## config.mk

```make
export PLATFORM = sky130hd
export DESIGN_NAME = uart_flow_gate
export DESIGN_NICKNAME = d
export VERILOG_FILES = /design/src/rtl/uart_fg_pkg.sv /design/src/rtl/uart_fg_decode.sv /design/src/rtl/uart_fg_rx_filter.sv /design/src/rtl/uart_fg_tx_gate.sv /design/src/rtl/uart_flow_gate.sv
export SDC_FILE = /design/constraint.sdc
export NUM_CORES = 1
export LEC_CHECK = 0
export CORE_MARGIN = 8
export CORE_UTILIZATION = 25
export CTS_BUF_LIST = sky130_fd_sc_hd__clkbuf_8
export DETAILED_ROUTE_END_ITERATION = 12
export MAX_ROUTING_LAYER = met4
export PLACE_DENSITY = 0.66
export SYNTH_ARGS = -nofsm -noshare
export SYNTH_HDL_FRONTEND = slang
export SYNTH_SLANG_ARGS = --single-unit
```

## constraint.sdc

```tcl
create_clock -name clk -period 1.75 [get_ports clk]
set_input_delay 0.2625 -clock clk [delete_from_list [all_inputs] [get_ports clk]]
set_output_delay 0.2625 -clock clk [all_outputs]
set_load 0.005 [all_outputs]
```

## src/rtl/uart_fg_pkg.sv

```systemverilog
package uart_fg_pkg;
  localparam int CTRL_W  = 8;
  localparam int MODE_W  = 3;
  localparam int HDX_BIT = 3;

  typedef enum logic [MODE_W-1:0] {
    MODE_NONE    = 3'd0,
    MODE_HW      = 3'd1,
    MODE_SW      = 3'd2,
    MODE_MD_RX   = 3'd3,
    MODE_MD_BOTH = 3'd4
  } fg_mode_e;
endpackage

```

## src/rtl/uart_fg_decode.sv

```systemverilog
module uart_fg_decode
  import uart_fg_pkg::*;
(
  input  logic [CTRL_W-1:0] ctrl,
  output fg_mode_e          mode,
  output logic              hdx
);
  logic [MODE_W-1:0] raw;
  assign raw = ctrl[MODE_W-1:0];
  assign hdx = ctrl[HDX_BIT];

  // values above the last defined mode fall back to pass-through
  always_comb begin
    if (raw > MODE_MD_BOTH) mode = MODE_NONE;
    else                    mode = fg_mode_e'(raw);
  end
endmodule

```

## src/rtl/uart_fg_rx_filter.sv

```systemverilog
module uart_fg_rx_filter
  import uart_fg_pkg::*;
#(
  parameter int DATA_W = 8
) (
  input  logic              clk,
  input  logic              rst_n,
  input  fg_mode_e          mode,
  input  logic              hdx,
  input  logic              tx_busy,
  input  logic [DATA_W-1:0] char_a,
  input  logic [DATA_W-1:0] char_b,
  input  logic              in_valid,
  input  logic [DATA_W-1:0] in_data,
  output logic              in_ready,
  output logic              out_valid,
  input  logic              out_ready,
  output logic              suspended,
  output logic              matched
);
  fg_mode_e mode_q;
  logic     sus_q, mat_q;
  logic     same_mode, sus_cur, mat_cur;
  logic     sus_nx, mat_nx, fwd, blank, hit_a, hit_b, take;

  // a mode change clears state in the very cycle it is seen
  assign same_mode = (mode == mode_q);
  assign sus_cur   = sus_q & same_mode;
  assign mat_cur   = mat_q & same_mode;
  assign blank     = hdx & tx_busy;
  assign hit_a     = (in_data == char_a);
  assign hit_b     = (in_data == char_b);

  always_comb begin
    sus_nx = sus_cur;
    mat_nx = mat_cur;
    fwd    = 1'b1;
    if (blank) begin
      fwd = 1'b0;
    end else begin
      case (mode)
        MODE_SW: begin
          if (hit_b) begin
            fwd    = 1'b0;
            sus_nx = 1'b1;
          end else if (hit_a) begin
            fwd    = 1'b0;
            sus_nx = 1'b0;
          end
        end
        MODE_MD_RX, MODE_MD_BOTH: begin
          if (hit_b) begin
            fwd    = 1'b0;
            mat_nx = 1'b0;
          end else if (hit_a) begin
            fwd    = 1'b0;
            mat_nx = 1'b1;
          end else begin
            fwd    = mat_cur;
          end
        end
        default: fwd = 1'b1;
      endcase
    end
  end

  assign out_valid = in_valid & fwd;
  assign in_ready  = fwd ? out_ready : 1'b1;
  assign take      = in_valid & in_ready;
  assign suspended = sus_cur;
  assign matched   = mat_cur;

  always_ff @(posedge clk) begin
    if (!rst_n) begin
      mode_q <= MODE_NONE;
      sus_q  <= 1'b0;
      mat_q  <= 1'b0;
    end else begin
      mode_q <= mode;
      sus_q  <= take ? sus_nx : sus_cur;
      mat_q  <= take ? mat_nx : mat_cur;
    end
  end
endmodule

```

## src/rtl/uart_fg_tx_gate.sv

```systemverilog
module uart_fg_tx_gate
  import uart_fg_pkg::*;
(
  input  fg_mode_e mode,
  input  logic     suspended,
  input  logic     matched,
  input  logic     cts,
  input  logic     rx_space,
  input  logic     tx_req,
  input  logic     tx_busy,
  output logic     tx_start,
  output logic     rts
);
  logic allow;

  always_comb begin
    case (mode)
      MODE_HW:      allow = cts;
      MODE_SW:      allow = ~suspended;
      MODE_MD_BOTH: allow = matched;
      default:      allow = 1'b1;
    endcase
  end

  // grants only at a byte boundary, so a byte in flight always completes
  assign tx_start = tx_req & ~tx_busy & allow;
  assign rts      = (mode == MODE_HW) ? rx_space : 1'b1;
endmodule

```

## src/rtl/uart_flow_gate.sv

```systemverilog
module uart_flow_gate
  import uart_fg_pkg::*;
#(
  parameter int DATA_W = 8
) (
  input  logic              clk,
  input  logic              rst_n,
  input  logic [CTRL_W-1:0] ctrl,
  input  logic [DATA_W-1:0] char_a,
  input  logic [DATA_W-1:0] char_b,
  input  logic              rx_in_valid,
  input  logic [DATA_W-1:0] rx_in_data,
  output logic              rx_in_ready,
  output logic              rx_out_valid,
  output logic [DATA_W-1:0] rx_out_data,
  input  logic              rx_out_ready,
  input  logic              tx_req,
  input  logic              tx_busy,
  output logic              tx_start,
  input  logic              cts,
  input  logic              rx_space,
  output logic              rts
);
  fg_mode_e mode;
  logic     hdx, suspended, matched;

  uart_fg_decode u_decode (
    .ctrl (ctrl),
    .mode (mode),
    .hdx  (hdx)
  );

  uart_fg_rx_filter #(.DATA_W(DATA_W)) u_rx (
    .clk       (clk),
    .rst_n     (rst_n),
    .mode      (mode),
    .hdx       (hdx),
    .tx_busy   (tx_busy),
    .char_a    (char_a),
    .char_b    (char_b),
    .in_valid  (rx_in_valid),
    .in_data   (rx_in_data),
    .in_ready  (rx_in_ready),
    .out_valid (rx_out_valid),
    .out_ready (rx_out_ready),
    .suspended (suspended),
    .matched   (matched)
  );

  assign rx_out_data = rx_in_data;

  uart_fg_tx_gate u_tx (
    .mode      (mode),
    .suspended (suspended),
    .matched   (matched),
    .cts       (cts),
    .rx_space  (rx_space),
    .tx_req    (tx_req),
    .tx_busy   (tx_busy),
    .tx_start  (tx_start),
    .rts       (rts)
  );
endmodule

```

==> reports/metrics.yaml <==
global_routing:
  grt_usage: 0.113
  overflow: 0
  antenna_found_initial: 0
  grt_pass1_wl_um: 3710
  grt_max_degree: 6
  first_global_vias: 931
hold_path:
  min_from: "ctrl[2]"
  hold_end: "u_rx.mode_q[1]"
  worst_hold_path.num_cells: 4
  hp-class: "in2reg"
clock_tree:
  clk_latency_ps: 220
  cts_max_path_buffers: 2
  cts_tree: "done"
  holdBufCountCts: 0
  root_buffer: "clkbuf_8"
  clkTransAtPathRegs_ps: 30
  cts_buffers: 3
  htree_levels: 1
  clkSinkCount: 5
detailed_routing:
  wl_per_cell_um: 13.7
  drtAntennaViolNets: 0
  drtIter0Drc: 32
  route.detailed.drc: 0
  via_per_inst: 4.70
  first_pass_iters: 4
  wirelength_um: 2300
  vias: 790
worst_setup_path:
  regToRegSetupSlack_ps: 400
  end_kind: "output port"
  critPathTopFamily: "simple AND/OR/NAND/NOR gates"
  required_ps: 1490
  path_cells: "xor2_1 -> nor4_4 -> nor3_2 -> nand2b_4 -> buf_6 -> a21oi_2 -> buf_2"
  worst-path-max-fanout: 3
  r2r_start: "u_rx.mode_q[0]"
  max_stage_delay_ps: 310
  critical-path-slowest-cell: "dfxtp_2"
  r2r-end: "u_rx.mat_q"
  startpoint_type: "flip-flop"
  crit_type: "reg2out"
  worst-r2r-cell-count: 7
  worstPathBufferInverterCount: 2
  cp.arrival_ps: 1540
die:
  initial_utilization: 0.267
  fp.dieH_um: 64.9
  core_mm2: 0.00223
  die_w_um: 64.9
  die_area_mm2: 0.00421
  num_rows: 17
  pin_count: 52
run:
  maxCapViolCount: 0
logic_synthesis:
  synth_fp_nets: 115
  synth_cells: 75
  syn_area_per_cell_um2: 7.96
  synth_seq_cells: 5
  yosys_warnings: 0
  synthesis.area_um2: 597
  synth.distinct_cells: 26
  synth-seq-area-share: 0.168
timing:
  hold_violations: 0
  setup_violations: 3
  fin_hold_ws_ps: 479
  rsz0062_at_grt: "yes"
  post-route-period-util: 1.03
  relSlewSlack: 0.809
  maxSlewViolCount: 0
  tightest_slew_ps: 283
  finalWorstSetupSlack_ps: -52.1
  fmax_mhz: 555
  fin_crit_ps: 1800
  fin_skew_ps: 1.11
layout:
  layout_commonest_cell: "buf_4"
  insertedDiodeCount: 0
  nets: 181
  final_cell_mix: "19 x buf_4, 16 x xor2_1, 16 x clkdlybuf4s50_1"
  multiInputGateArea_um2: 517
  layout-drive-gt1-share: 0.436
  fin_cells: 168
  area.sequential_um2: 103
  fillers: 223
  area_growth_pct: 113
placed_design:
  portBuffers: 47
  place_congestion: 0.757
  place_inst: 156
power:
  ir_drop_v: 0.000225
  p_per_area_mw_per_mm2: 426
  p_leak_uw: 0.000561
outcome:
  status: "finished, violations left"
  violations: "setup timing"
==> through the flow <==
stage / setup TNS (ps) / utilization / setup slack [ps] / total power [uW] / instance area, um^2
floorplan: 0 / - / 293 / 196 / 597
global placement: -3140 / 0.514 / -750 / 340 / 1150
detailed placement: -3190 / 0.514 / -752 / 342 / 1150
CTS: -322 / 0.543 / -128 / 534 / 1210
global route: -321 / 0.570 / -112 / 572 / 1270
finish: -148 / 0.570 / -52.1 / 543 / 1270
==> registers in the layout, indices dropped and copies added (netlist names) <==
name	cells
u_rx.mat_q	1
u_rx.mode_q	3
u_rx.sus_q	1
==> worst max-delay path by stage <==
stage	from	to	cells past startpoint
global placement	ctrl[0]	rx_out_valid	7
global route	u_rx.mode_q[0]	rx_in_ready	6
finish	u_rx.mode_q[0]	tx_start	7
CTS	u_rx.mode_q[0]	rx_in_ready	6
floorplan	u_rx.mode_q[0]	rx_in_ready	5
detailed placement	ctrl[0]	rx_out_valid	7
==> timing repair <==
item,4_1_cts,5_1_grt
buffers inserted,14,0
pin swaps,18,12
endpoints found under the hold margin,0,0
setup endpoints to repair,6,5
gates resized for setup,93,19
==> layer usage <==
| layer | up-vias | wire length (um) | track usage |
|---|---|---|---|
| li1 | 381 | - | - |
| met1 | 356 | 1020 | 0.117 |
| met2 | 49 | 1060 | 0.191 |
| met3 | 4 | 177 | 0.0326 |
| met4 | 0 | 43 | 0.0572 |
| met5 | - | 0 | - |
==> cells by family after synthesis <==
family          after synthesis  share of synthesized area
compound gates                9                     0.0964
xor+xnor                     18                      0.264
buf+inv                      10                      0.113
flops                         5                      0.168
simple gates                 33                      0.358
==> where the power goes <==
part           internal, uW  total, uW  switching [uW]
Sequential              118        120            2.26
Clock                   150        206            55.8
Combinational           128        217            89.0
Total                   396        543             147
==> worst register-to-register path, delay by kind of cell (launching register included) <==
family	cells	cell delay [ps]
flops	1	310
buf+inv	2	240
compound gates	1	100
simple gates	3	450
xor+xnor	1	170
==> synth_stat cells <==
| library cell | n | area [um^2] |
|---|---|---|
| a211o_1 | 1 | 8.76 |
| a211oi_1 | 1 | 7.51 |
| a21oi_1 | 4 | 20.0 |
| and2_1 | 1 | 6.26 |
| and2b_1 | 1 | 7.51 |
| and3_1 | 1 | 6.26 |
| and4bb_1 | 1 | 12.5 |
| buf_4 | 8 | 60.1 |
| dfxtp_1 | 5 | 100 |
| inv_1 | 2 | 7.51 |
| nand2_1 | 6 | 22.5 |
| nand2b_1 | 3 | 18.8 |
| nand2b_4 | 1 | 13.8 |
| nand4_1 | 1 | 6.26 |
| nor2_1 | 6 | 22.5 |
| nor3_1 | 1 | 5.00 |
| nor3_2 | 1 | 10.0 |
| nor3b_1 | 1 | 7.51 |
| nor3b_4 | 1 | 18.8 |
| nor4_1 | 5 | 31.3 |
| nor4_2 | 1 | 12.5 |
| o21ai_0 | 1 | 5.00 |
| o31ai_1 | 1 | 7.51 |
| o32ai_1 | 1 | 8.76 |
| or3_1 | 2 | 12.5 |
| xor2_1 | 18 | 158 |
==> cell type report <==
cell class,instances,area share
well taps,28,0.0275
clock buffers,3,0.0324
repair buffers,69,0.445
multi-input cells,60,0.406
flip-flops and latches,5,0.0805
clock inverters,1,0.00295
inverters,2,0.00589
(Power assumes the default switching activity.)
